<file path="src/rtl/pinbank_pkg.sv">
package pinbank_pkg;
  localparam int DATA_W   = 64;
  // Word (8-byte) offsets of the register regions
  localparam int WOFS_IN  = 0;
  localparam int WOFS_SET = 1;
  localparam int WOFS_CLR = 2;
  localparam int WOFS_CFG = 128; // byte offset 0x400
  // Configuration field positions
  localparam int CB_OE    = 0;
  localparam int CB_INV   = 1;
  localparam int CB_OD    = 12;
  localparam int CB_FLO   = 16;
  localparam int FUNC_W   = 10;

  typedef struct packed {
    logic [FUNC_W-1:0] func;
    logic              od;
    logic              inv;
    logic              oe;
  } line_cfg_t;

  function automatic line_cfg_t cfg_unpack(input logic [DATA_W-1:0] w);
    line_cfg_t c;
    c.func = w[CB_FLO +: FUNC_W];
    c.od   = w[CB_OD];
    c.inv  = w[CB_INV];
    c.oe   = w[CB_OE];
    return c;
  endfunction

  function automatic logic [DATA_W-1:0] cfg_pack(input line_cfg_t c);
    logic [DATA_W-1:0] w;
    w = '0;
    w[CB_FLO +: FUNC_W] = c.func;
    w[CB_OD]  = c.od;
    w[CB_INV] = c.inv;
    w[CB_OE]  = c.oe;
    return w;
  endfunction
endpackage

</file>
<file path="src/rtl/pinbank_sync.sv">
module pinbank_sync #(
  parameter int WIDTH  = 8,
  parameter int STAGES = 2
) (
  input  logic             clk,
  input  logic             rst_n,
  input  logic [WIDTH-1:0] async_in,
  output logic [WIDTH-1:0] sync_out
);
  logic [STAGES-1:0][WIDTH-1:0] stage_q;

  generate
    for (genvar s = 0; s < STAGES; s++) begin : g_stage
      logic [WIDTH-1:0] stage_d;
      if (s == 0) begin : g_first
        assign stage_d = async_in;
      end else begin : g_rest
        assign stage_d = stage_q[s-1];
      end
      always_ff @(posedge clk or negedge rst_n) begin
        if (!rst_n) stage_q[s] <= '0;
        else        stage_q[s] <= stage_d;
      end
    end
  endgenerate

  assign sync_out = stage_q[STAGES-1];
endmodule

</file>
<file path="src/rtl/pinbank_line.sv">
module pinbank_line
  import pinbank_pkg::*;
(
  input  logic              clk,
  input  logic              rst_n,
  input  logic              cfg_we,
  input  line_cfg_t         cfg_wr,
  input  logic              out_bit,
  input  logic              sync_bit,
  output logic [DATA_W-1:0] cfg_word,
  output logic              rx_bit,
  output logic              pad_out,
  output logic              pad_oe,
  output logic              oe_en,
  output logic              od_mode
);
  line_cfg_t cfg_q, cfg_d;
  logic      drive_lvl;
  logic      gpio_own;

  always_comb begin
    cfg_d = cfg_q;
    if (cfg_we) cfg_d = cfg_wr;
  end

  always_ff @(posedge clk or negedge rst_n) begin
    if (!rst_n)      cfg_q <= '0;
    else if (cfg_we) cfg_q <= cfg_d;
  end

  assign gpio_own  = (cfg_q.func == '0);
  assign drive_lvl = out_bit ^ cfg_q.inv;

  always_comb begin
    pad_out = 1'b0;
    pad_oe  = 1'b0;
    if (gpio_own) begin
      if (cfg_q.od) begin
        pad_oe = cfg_q.oe & ~drive_lvl;
      end else begin
        pad_out = drive_lvl;
        pad_oe  = cfg_q.oe;
      end
    end
  end

  assign rx_bit   = sync_bit ^ cfg_q.inv;
  assign cfg_word = cfg_pack(cfg_q);
  assign oe_en    = cfg_q.oe;
  assign od_mode  = cfg_q.od;
endmodule

</file>
<file path="src/rtl/pinbank_regif.sv">
module pinbank_regif
  import pinbank_pkg::*;
#(
  parameter int NUM_LINES = 64,
  parameter int ADDR_W    = 12
) (
  input  logic                              clk,
  input  logic                              rst_n,
  input  logic                              req_valid,
  input  logic                              req_write,
  input  logic [ADDR_W-1:0]                 req_addr,
  input  logic [DATA_W-1:0]                 req_wdata,
  input  logic [NUM_LINES-1:0]              rx_word,
  input  logic [NUM_LINES-1:0][DATA_W-1:0]  cfg_words,
  output logic [NUM_LINES-1:0]              dout_q,
  output logic [NUM_LINES-1:0]              cfg_we,
  output line_cfg_t                         cfg_wr,
  output logic [DATA_W-1:0]                 rd_data
);
  localparam int WA_W = ADDR_W - 3;

  logic [WA_W-1:0]      waddr;
  logic [WA_W-1:0]      cfg_idx;
  logic                 in_cfg;
  logic                 wr_set, wr_clr, rd_req;
  logic [NUM_LINES-1:0] dout_d;
  logic                 dout_en;
  logic [DATA_W-1:0]    rd_d;

  assign waddr   = req_addr[ADDR_W-1:3];
  assign cfg_idx = waddr - WA_W'(WOFS_CFG);
  assign in_cfg  = (waddr >= WA_W'(WOFS_CFG)) && (cfg_idx < WA_W'(NUM_LINES));
  assign wr_set  = req_valid && req_write && (waddr == WA_W'(WOFS_SET));
  assign wr_clr  = req_valid && req_write && (waddr == WA_W'(WOFS_CLR));
  assign rd_req  = req_valid && !req_write;
  assign cfg_wr  = cfg_unpack(req_wdata);

  generate
    for (genvar i = 0; i < NUM_LINES; i++) begin : g_we
      assign cfg_we[i] = req_valid && req_write && in_cfg && (cfg_idx == WA_W'(i));
    end
  endgenerate

  // Output latch: next state
  always_comb begin
    dout_d  = dout_q;
    dout_en = wr_set || wr_clr;
    if (wr_set) dout_d = dout_q | req_wdata[NUM_LINES-1:0];
    if (wr_clr) dout_d = dout_q & ~req_wdata[NUM_LINES-1:0];
  end

  always_ff @(posedge clk or negedge rst_n) begin
    if (!rst_n)       dout_q <= '0;
    else if (dout_en) dout_q <= dout_d;
  end

  // Read path: next state
  always_comb begin
    rd_d = '0;
    if (rd_req) begin
      if (waddr == WA_W'(WOFS_IN)) begin
        rd_d = DATA_W'(rx_word);
      end else if (waddr == WA_W'(WOFS_SET) || waddr == WA_W'(WOFS_CLR)) begin
        rd_d = DATA_W'(dout_q);
      end else if (in_cfg) begin
        for (int i = 0; i < NUM_LINES; i++) begin
          if (cfg_idx == WA_W'(i)) rd_d = cfg_words[i];
        end
      end
    end
  end

  always_ff @(posedge clk or negedge rst_n) begin
    if (!rst_n) rd_data <= '0;
    else        rd_data <= rd_d;
  end
endmodule

</file>
<file path="src/rtl/pinbank_ctl.sv">
module pinbank_ctl
  import pinbank_pkg::*;
#(
  parameter int NUM_LINES = 64,
  parameter int ADDR_W    = 12
) (
  input  logic                 clk,
  input  logic                 rst_n,
  input  logic                 req_valid,
  input  logic                 req_write,
  input  logic [ADDR_W-1:0]    req_addr,
  input  logic [63:0]          req_wdata,
  output logic [63:0]          rd_data,
  input  logic [NUM_LINES-1:0] pad_in,
  output logic [NUM_LINES-1:0] pad_out,
  output logic [NUM_LINES-1:0] pad_oe
);
  localparam int SYNC_STAGES = 2;

  logic [1:0]                       rst_pipe_q;
  logic                             rst_sync_n;
  logic [NUM_LINES-1:0]             pad_sync;
  logic [NUM_LINES-1:0]             rx_word;
  logic [NUM_LINES-1:0]             dout_q;
  logic [NUM_LINES-1:0]             cfg_we;
  logic [NUM_LINES-1:0]             oe_vec;
  logic [NUM_LINES-1:0]             od_vec;
  logic [NUM_LINES-1:0][DATA_W-1:0] cfg_words;
  line_cfg_t                        cfg_wr;

  // Reset: asserted asynchronously, released on the clock
  always_ff @(posedge clk or negedge rst_n) begin
    if (!rst_n) rst_pipe_q <= '0;
    else        rst_pipe_q <= {rst_pipe_q[0], 1'b1};
  end
  assign rst_sync_n = rst_pipe_q[1];

  pinbank_sync #(.WIDTH(NUM_LINES), .STAGES(SYNC_STAGES)) u_sync (
    .clk      (clk),
    .rst_n    (rst_sync_n),
    .async_in (pad_in),
    .sync_out (pad_sync)
  );

  pinbank_regif #(.NUM_LINES(NUM_LINES), .ADDR_W(ADDR_W)) u_regif (
    .clk       (clk),
    .rst_n     (rst_sync_n),
    .req_valid (req_valid),
    .req_write (req_write),
    .req_addr  (req_addr),
    .req_wdata (req_wdata),
    .rx_word   (rx_word),
    .cfg_words (cfg_words),
    .dout_q    (dout_q),
    .cfg_we    (cfg_we),
    .cfg_wr    (cfg_wr),
    .rd_data   (rd_data)
  );

  generate
    for (genvar i = 0; i < NUM_LINES; i++) begin : g_line
      pinbank_line u_line (
        .clk      (clk),
        .rst_n    (rst_sync_n),
        .cfg_we   (cfg_we[i]),
        .cfg_wr   (cfg_wr),
        .out_bit  (dout_q[i]),
        .sync_bit (pad_sync[i]),
        .cfg_word (cfg_words[i]),
        .rx_bit   (rx_word[i]),
        .pad_out  (pad_out[i]),
        .pad_oe   (pad_oe[i]),
        .oe_en    (oe_vec[i]),
        .od_mode  (od_vec[i])
      );
    end
  endgenerate
endmodule

</file>
<file path="config.mk">
export PLATFORM = sky130hd
export DESIGN_NAME = pinbank_ctl
export DESIGN_NICKNAME = d
export VERILOG_FILES = /design/src/rtl/pinbank_pkg.sv /design/src/rtl/pinbank_sync.sv /design/src/rtl/pinbank_line.sv /design/src/rtl/pinbank_regif.sv /design/src/rtl/pinbank_ctl.sv
export SDC_FILE = /design/constraint.sdc
export NUM_CORES = 2
export LEC_CHECK = 0
export CAP_MARGIN = 15
export CORE_MARGIN = 1.5
export CORE_UTILIZATION = 65
export DETAILED_ROUTE_END_ITERATION = 12
export DONT_BUFFER_PORTS = 1
export HOLD_SLACK_MARGIN = 0.02
export PLACE_DENSITY_LB_ADDON = 0.3
export SLEW_MARGIN = 20
export SYNTH_ARGS = -nofsm -noshare
export SYNTH_HDL_FRONTEND = slang
export SYNTH_SLANG_ARGS = --single-unit
</file>
<file path="constraint.sdc">
create_clock -name clk -period 71.3 [get_ports clk]
set_input_delay 3.565 -clock clk [delete_from_list [all_inputs] [get_ports clk]]
set_output_delay 3.565 -clock clk [all_outputs]
set_load 0.01 [all_outputs]
</file>
# Word level (Yosys, flattened, before mapping)
# Index checks and enable logic that the tools add are counted.
[totals]
output_inout_bits = 192
ff_bits = 1090
elab_cells = 1055
[op_classes]
add_sub_neg = 1
bitwise = 259
n_mux = 326
n_lt_le_gt_ge = 2
reduce_logical = 141
n_eq_ne = 65
[op_table]
columns = ["op", "count"]
rows = [
  ["$mux W26", 64],
  ["$logic_not A10 Y1", 64],
  ["$mux W64", 6],
  ["$eq A9 B6 Y1 const B", 32],
  ["$mux W1", 256],
  ["$eq A9 B5 Y1 const B", 16],
  ["$xor A1 B1 Y1", 128],
  ["$eq A9 B4 Y1 const B", 8],
  ["$logic_and A1 B1 Y1", 70],
  ["$and A1 B1 Y1", 64],
  ["$and A64 B64 Y64", 1],
  ["$not A1 Y1", 64],
  ["$not A64 Y64", 1],
  ["$or A64 B64 Y64", 1],
  ["$eq A9 B3 Y1 const B", 4],
  ["$eq A9 B2 Y1 const B", 3],
  ["$eq A9 B1 Y1 const B", 2],
  ["$logic_not A9 Y1", 2],
  ["$ge A9 B8 Y1 const B", 1],
  ["$lt A9 B7 Y1 const B", 1],
  ["$sub A9 B8 Y9 const B", 1],
  ["$logic_or A1 B1 Y1", 2],
  ["$reduce_and A2 Y1", 1],
  ["$reduce_bool A2 Y1", 1],
  ["$logic_not A1 Y1", 1],
]

# Logic depth before layout (Yosys ltp)
[depth]
ltp_word = 70
depth_mapped = 15
mapped_depth_nobuf = 12

# Modules after synthesis
# From an unflattened synthesis, not the netlist that was laid out.
[hier_totals]
hier_cells = 11533
area_unflattened_um2 = 104203.7
[modules_own_cells]
columns = ["module", "instances", "seq_area_each_um2", "area_each_um2", "cells_per_inst"]
rows = [
  ["pinbank_line", 64, 325.3, 994.7, 91],
  ["pinbank_regif", 1, 3203.1, 37285.8, 5578],
  ["pinbank_sync", 1, 3203.1, 3203.1, 128],
  ["pinbank_ctl", 1, 50.0, 53.8, 3],
]

# Worst setup path before layout
# No wires, ideal clock.
[synth_path]
path_kind = "input -> register"
start = "input req_addr[10]"
end = "register u_regif.rd_data[1]"
setup_slack_ns = 65.393
arrival_time_ns = 5.785
cell_stages = 13
n_path_buf = 1
t_required_ns = 71.178
setup_time_ns = 0.122
cell_sequence = "inv_2 > ha_1 > buf_4 > nand3_4 > nor2_1 > nand2_1 > nand2_1 > a221o_1 > a211o_1 > nor3_1 > o21ai_0 > a311o_1 > o2111a_1"
[synth_between]
elab_chain_cells = 70
elab_cells_between_ends = 140
classes_between = "add/sub (1); order compare (2); eq/ne (65); mux (68); reduce/logical (4)"
[synth_rtl]
columns = ["element", "line", "source"]
rows = [
  ["start, declared", "pinbank_ctl.sv:11", "input logic [ADDR_W-1:0] req_addr,"],
  ["$sub A9 B8 Y9", "pinbank_regif.sv:31", "assign cfg_idx = waddr - WA_W'(WOFS_CFG);"],
  ["$logic_not A9 Y1", "pinbank_regif.sv:67", "if (cfg_idx == WA_W'(i)) rd_d = cfg_words[i];"],
  ["$mux W26 (64 in a row)", "pinbank_regif.sv:67", ""],
  ["$mux W64", "pinbank_regif.sv:65", "end else if (in_cfg) begin"],
  ["$mux W64", "pinbank_regif.sv:63", "end else if (waddr == WA_W'(WOFS_SET) || waddr == WA_W'(WOFS_CLR)) begin"],
  ["$mux W64 (*)", "pinbank_regif.sv:61", "if (waddr == WA_W'(WOFS_IN)) begin"],
  ["$mux W64 (*)", "pinbank_regif.sv:60", "if (rd_req) begin"],
  ["via u_regif.rd_d[1]", "pinbank_regif.sv:28", "logic [DATA_W-1:0] rd_d;"],
  ["end signal, assigned", "pinbank_regif.sv:75", "else rd_data <= rd_d;"],
  ["end, declared", "pinbank_regif.sv:18", "output logic [DATA_W-1:0] rd_data"],
]
# Mark *: on every way through the listed nets, which the timed path passes. The rest lies on a longest branch.
# A chain may end at the register's enable or synchronous reset.

# Worst setup path after layout
[layout_path]
start = "input req_addr[10]"
end = "register u_regif.rd_data[17]"
# Same word-level chain as after synthesis.

==> flow_results.xml <==
<?xml version="1.0" encoding="UTF-8"?>
<metrics>
  <group name="run_status">
    <metric name="outcome" unit="">finished, final reports clean</metric>
  </group>
  <group name="power">
    <metric name="seq_power_share" unit="">0.496</metric>
    <metric name="cell_leakage_power" unit="uW">0.0265</metric>
    <metric name="total_internal_power" unit="uW">976</metric>
    <metric name="worst_ir_drop_vdd" unit="mV">0.0206</metric>
    <metric name="power_frac_comb" unit="">0.033</metric>
    <metric name="clkPwrFrac" unit="">0.470</metric>
    <metric name="switching_share" unit="">0.230</metric>
    <metric name="power.density" unit="nW/um2">23.0</metric>
    <metric name="power.switching" unit="uW">292</metric>
  </group>
  <group name="routing">
    <metric name="detail_route.drc_violations" unit="">0</metric>
    <metric name="totalWireLength" unit="mm">188</metric>
    <metric name="route.vias.total" unit="">40317</metric>
    <metric name="drt_first_pass_iters" unit="">7</metric>
    <metric name="routed_wire_length_per_instance" unit="um">35.0</metric>
    <metric name="ant_nets" unit="">0</metric>
    <metric name="drtIter0Drc" unit="">6112</metric>
    <metric name="post_dr_vias_cell" unit="">7.49</metric>
  </group>
  <group name="worst_setup_path">
    <metric name="setup.worst_path.start_class" unit="">input pin</metric>
    <metric name="crit_chain" unit="">inv_2 &gt; ha_1 &gt; buf_4 &gt; and3b_1 &gt; buf_4 &gt; nand2_1 &gt; nor2_2 &gt; a221o_1 &gt; o21ai_0 &gt; a21oi_1 &gt; nor4_1 &gt; o211ai_1 &gt; o2bb2ai_1</metric>
    <metric name="worstPathRequired" unit="ns">71.85</metric>
    <metric name="critPathKind" unit="">in -&gt; reg</metric>
    <metric name="cell_class_contributing_the_biggest_share_of_worst_path_delay" unit="">simple AND/OR/NAND/NOR gates</metric>
    <metric name="path_max_fanout" unit="">23</metric>
    <metric name="cell_repeated_most_along_the_worst_path" unit="">buf_4</metric>
    <metric name="worst_path_max_delay_cell" unit="">nor4_1</metric>
    <metric name="path_buf_inv" unit="">3</metric>
    <metric name="r2r-start" unit="">rst_pipe_q[1]</metric>
    <metric name="cp_slowest_stage_delay" unit="ns">1.02</metric>
    <metric name="cp_data_arrival_time" unit="ns">8.96</metric>
    <metric name="critPathCaptureType" unit="">flop</metric>
    <metric name="critPathLaunch" unit="">req_addr[10]</metric>
  </group>
  <group name="yosys">
    <metric name="yosysSeqAreaShare" unit="">0.526</metric>
    <metric name="syn-cell-area" unit="um2">51800</metric>
    <metric name="synth_top_flop_cell" unit="">dfrtp_1</metric>
    <metric name="postSynthCellCount" unit="">4489</metric>
    <metric name="synth_top_cell_area_share" unit="">0.526</metric>
    <metric name="area_contributors_post_synth" unit="">dfrtp_1, mux2_2, a22oi_1</metric>
    <metric name="yosys_warnings" unit="">0</metric>
    <metric name="mappedNetlistNets" unit="">4635</metric>
    <metric name="synth_edf_count" unit="">0</metric>
    <metric name="yosys_register_bits" unit="">1090</metric>
    <metric name="netlist-cell-type-count" unit="">86</metric>
    <metric name="yosys.area.top_type" unit="">dfrtp_1</metric>
    <metric name="synth_area_per_cell" unit="um2">11.5</metric>
    <metric name="postSynth.asyncResetShare" unit="">1.00</metric>
  </group>
  <group name="timing">
    <metric name="hold_slack" unit="ns">0.343</metric>
    <metric name="max-slew-margin-rel" unit="">0.168</metric>
    <metric name="timing.final.crit_period" unit="ns">8.41</metric>
    <metric name="timing.final.setup_violations" unit="">0</metric>
    <metric name="finalWorstSetupSlack" unit="ns">62.89</metric>
    <metric name="timing.final.crit_share" unit="">0.118</metric>
    <metric name="timing.final.max_slew_violations" unit="">0</metric>
    <metric name="hold_violations" unit="">0</metric>
    <metric name="rsz0062_at_grt" unit="">no</metric>
    <metric name="fin_tns_setup" unit="ns">0</metric>
    <metric name="worst_pin_slew" unit="ns">1.22</metric>
    <metric name="timing.clock.skew" unit="ns">0.0256</metric>
    <metric name="max_clock_freq" unit="GHz">0.119</metric>
  </group>
  <group name="cells_and_area">
    <metric name="layout-area-overhead-vs-synth" unit="%">6.32</metric>
    <metric name="most-common-layout-cells" unit="">dfrtp_1, mux2_2, nand2_1, nor2_1, a21oi_1</metric>
    <metric name="drive_above_1_share" unit="">0.266</metric>
    <metric name="final_net_count" unit="">4381</metric>
    <metric name="finalCoreUtilization" unit="">0.698</metric>
    <metric name="layout_commonest_cell" unit="">dfrtp_1</metric>
  </group>
  <group name="global_route">
    <metric name="grt_antenna_before_repair" unit="">10</metric>
    <metric name="grt_start_max_net_pins" unit="">187</metric>
    <metric name="grt_util_all_layers" unit="">0.456</metric>
    <metric name="first_global_vias" unit="">39161</metric>
    <metric name="grt_pass1_wl" unit="mm">271</metric>
    <metric name="grt_remaining_overflow" unit="">0</metric>
  </group>
  <group name="clocking">
    <metric name="tritoncts_num_sinks" unit="">1090</metric>
    <metric name="cts_root_buffer" unit="">clkbuf_16</metric>
    <metric name="hold_buffers" unit="">0</metric>
    <metric name="cts_inserted_buffers" unit="">110</metric>
    <metric name="post_cts_resize_count" unit="">0</metric>
    <metric name="insertion_delay" unit="ns">0.71</metric>
    <metric name="cts_max_level" unit="">3</metric>
    <metric name="worst_setup_hold_path_clk_slew" unit="ns">0.06</metric>
    <metric name="cts-root-to-sink-buffers" unit="">3</metric>
    <metric name="cts_tree" unit="">yes</metric>
    <metric name="post-cts-setup-buffers" unit="">0</metric>
  </group>
  <group name="flow_run">
    <metric name="max_cap_check_violation_count" unit="">0</metric>
  </group>
  <group name="die">
    <metric name="placementRows" unit="">103</metric>
    <metric name="die_height" unit="um">285</metric>
    <metric name="core_area" unit="um2">79000</metric>
    <metric name="die_w" unit="um">285</metric>
    <metric name="die_area" unit="um2">81500</metric>
    <metric name="initial_utilization" unit="">0.656</metric>
    <metric name="design.portCount" unit="">336</metric>
  </group>
  <group name="place">
    <metric name="pre_cts_setup_slack" unit="ns">63.00</metric>
    <metric name="half_perimeter_wire_length_of_the_detailed_placement_result" unit="mm">123</metric>
    <metric name="final_replace_weighted_congestion" unit="">1.02</metric>
    <metric name="io_buffer_count" unit="">0</metric>
  </group>
  <group name="min_path">
    <metric name="worst_hold_path_type" unit="">reg -&gt; async</metric>
  </group>
</metrics>
==> power by group through the flow <==
stage	Sequential [uW]	Clock [uW]	Combinational, uW
global placement	640	0	40.1
CTS	629	593	40.8
detailed placement	640	0	40.5
floorplan	648	0	25.1
global route	629	620	44.5
finish	629	596	42.4
==> final cells by class <==
type | instances | area [um2]
inverter | 15 | 56.3
clock inverter | 41 | 418
timing repair buffer | 75 | 608
antenna | 7 | 17.5
sequential | 1090 | 27300
multi-input combinational | 2943 | 22200
clock buffer | 160 | 3270
tap | 1050 | 1310
fill | 5614 | 23900
==> per-layer routing <==
metal  GRT usage  wire, um
met1       0.598     67700
met3       0.202     29500
met2       0.627     77200
met4       0.261     13400
met5      0.0122       219
==> registers in the layout (all words and copies together), names as in the netlist, named ones only <==
signal and cells:
g_line.u_line.cfg_word 704, g_line.u_line.od_mode 64, g_line.u_line.oe_en 64, rst_pipe_q 2, u_regif.rd_data 64, u_sync.g_stage.stage_d 64, u_sync.sync_out 64
==> final timing paths <==
kind	end	slack [ns]	cells after the start
setup / recovery	u_regif.rd_data[17]	62.89	13
setup reg to reg	g_line[59].u_line.cfg_word[1]	67.04	4
max in group asynchronous	g_line[59].u_line.cfg_word[1]	67.04	4
hold / removal	u_sync.sync_out[27]	0.34	0
hold reg to reg	u_sync.sync_out[27]	0.34	0
min in group clk	u_sync.sync_out[37]	0.34	0
==> cells in the mapped netlist, types with 9 or more instances <==
| cell type | number |
|---|---|
| a2111oi_0 | 9 |
| a211oi_1 | 25 |
| a21oi_1 | 198 |
| a221o_1 | 31 |
| a221oi_1 | 66 |
| a222oi_1 | 17 |
| a22o_1 | 15 |
| a22oi_1 | 163 |
| a31oi_1 | 82 |
| and3_1 | 10 |
| buf_1 | 25 |
| buf_2 | 118 |
| buf_4 | 163 |
| clkbuf_1 | 128 |
| dfrtp_1 | 1090 |
| inv_1 | 14 |
| mux2_1 | 36 |
| mux2_2 | 797 |
| mux2i_1 | 24 |
| nand2_1 | 299 |
| nand2_2 | 17 |
| nand2b_1 | 10 |
| nand3_1 | 90 |
| nor2_1 | 307 |
| nor2_2 | 23 |
| nor2_4 | 14 |
| nor2b_1 | 13 |
| nor3_1 | 36 |
| nor3b_1 | 64 |
| nor4_1 | 140 |
| o2111ai_1 | 15 |
| o211ai_1 | 13 |
| o21ai_0 | 152 |
| o221ai_1 | 16 |
| o22ai_1 | 28 |
| xor2_1 | 122 |
==> per-stage QoR <==
step	total power, uW	cell area, um2	std cells
finish	1270	55100	5381
global route	1290	55100	5375
CTS	1260	55100	5374
detailed placement	680	51400	5173
global placement	680	51400	5173
floorplan	673	51800	4489
==> kinds of logic (layout without fill, tap and decap cells) <==
group / after synthesis / in the layout / synth area share
compound gates: 888 / 888 / 0.115
xor+xnor: 128 / 128 / 0.0216
mux: 859 / 859 / 0.186
fa+ha+maj: 2 / 2 / 0.000483
buf+inv: 456 / 291 / 0.0487
simple gates: 1065 / 1065 / 0.101
other cells: 1 / 8 / 0.0000723
flops: 1090 / 1090 / 0.526
(Power assumes the default switching activity.)
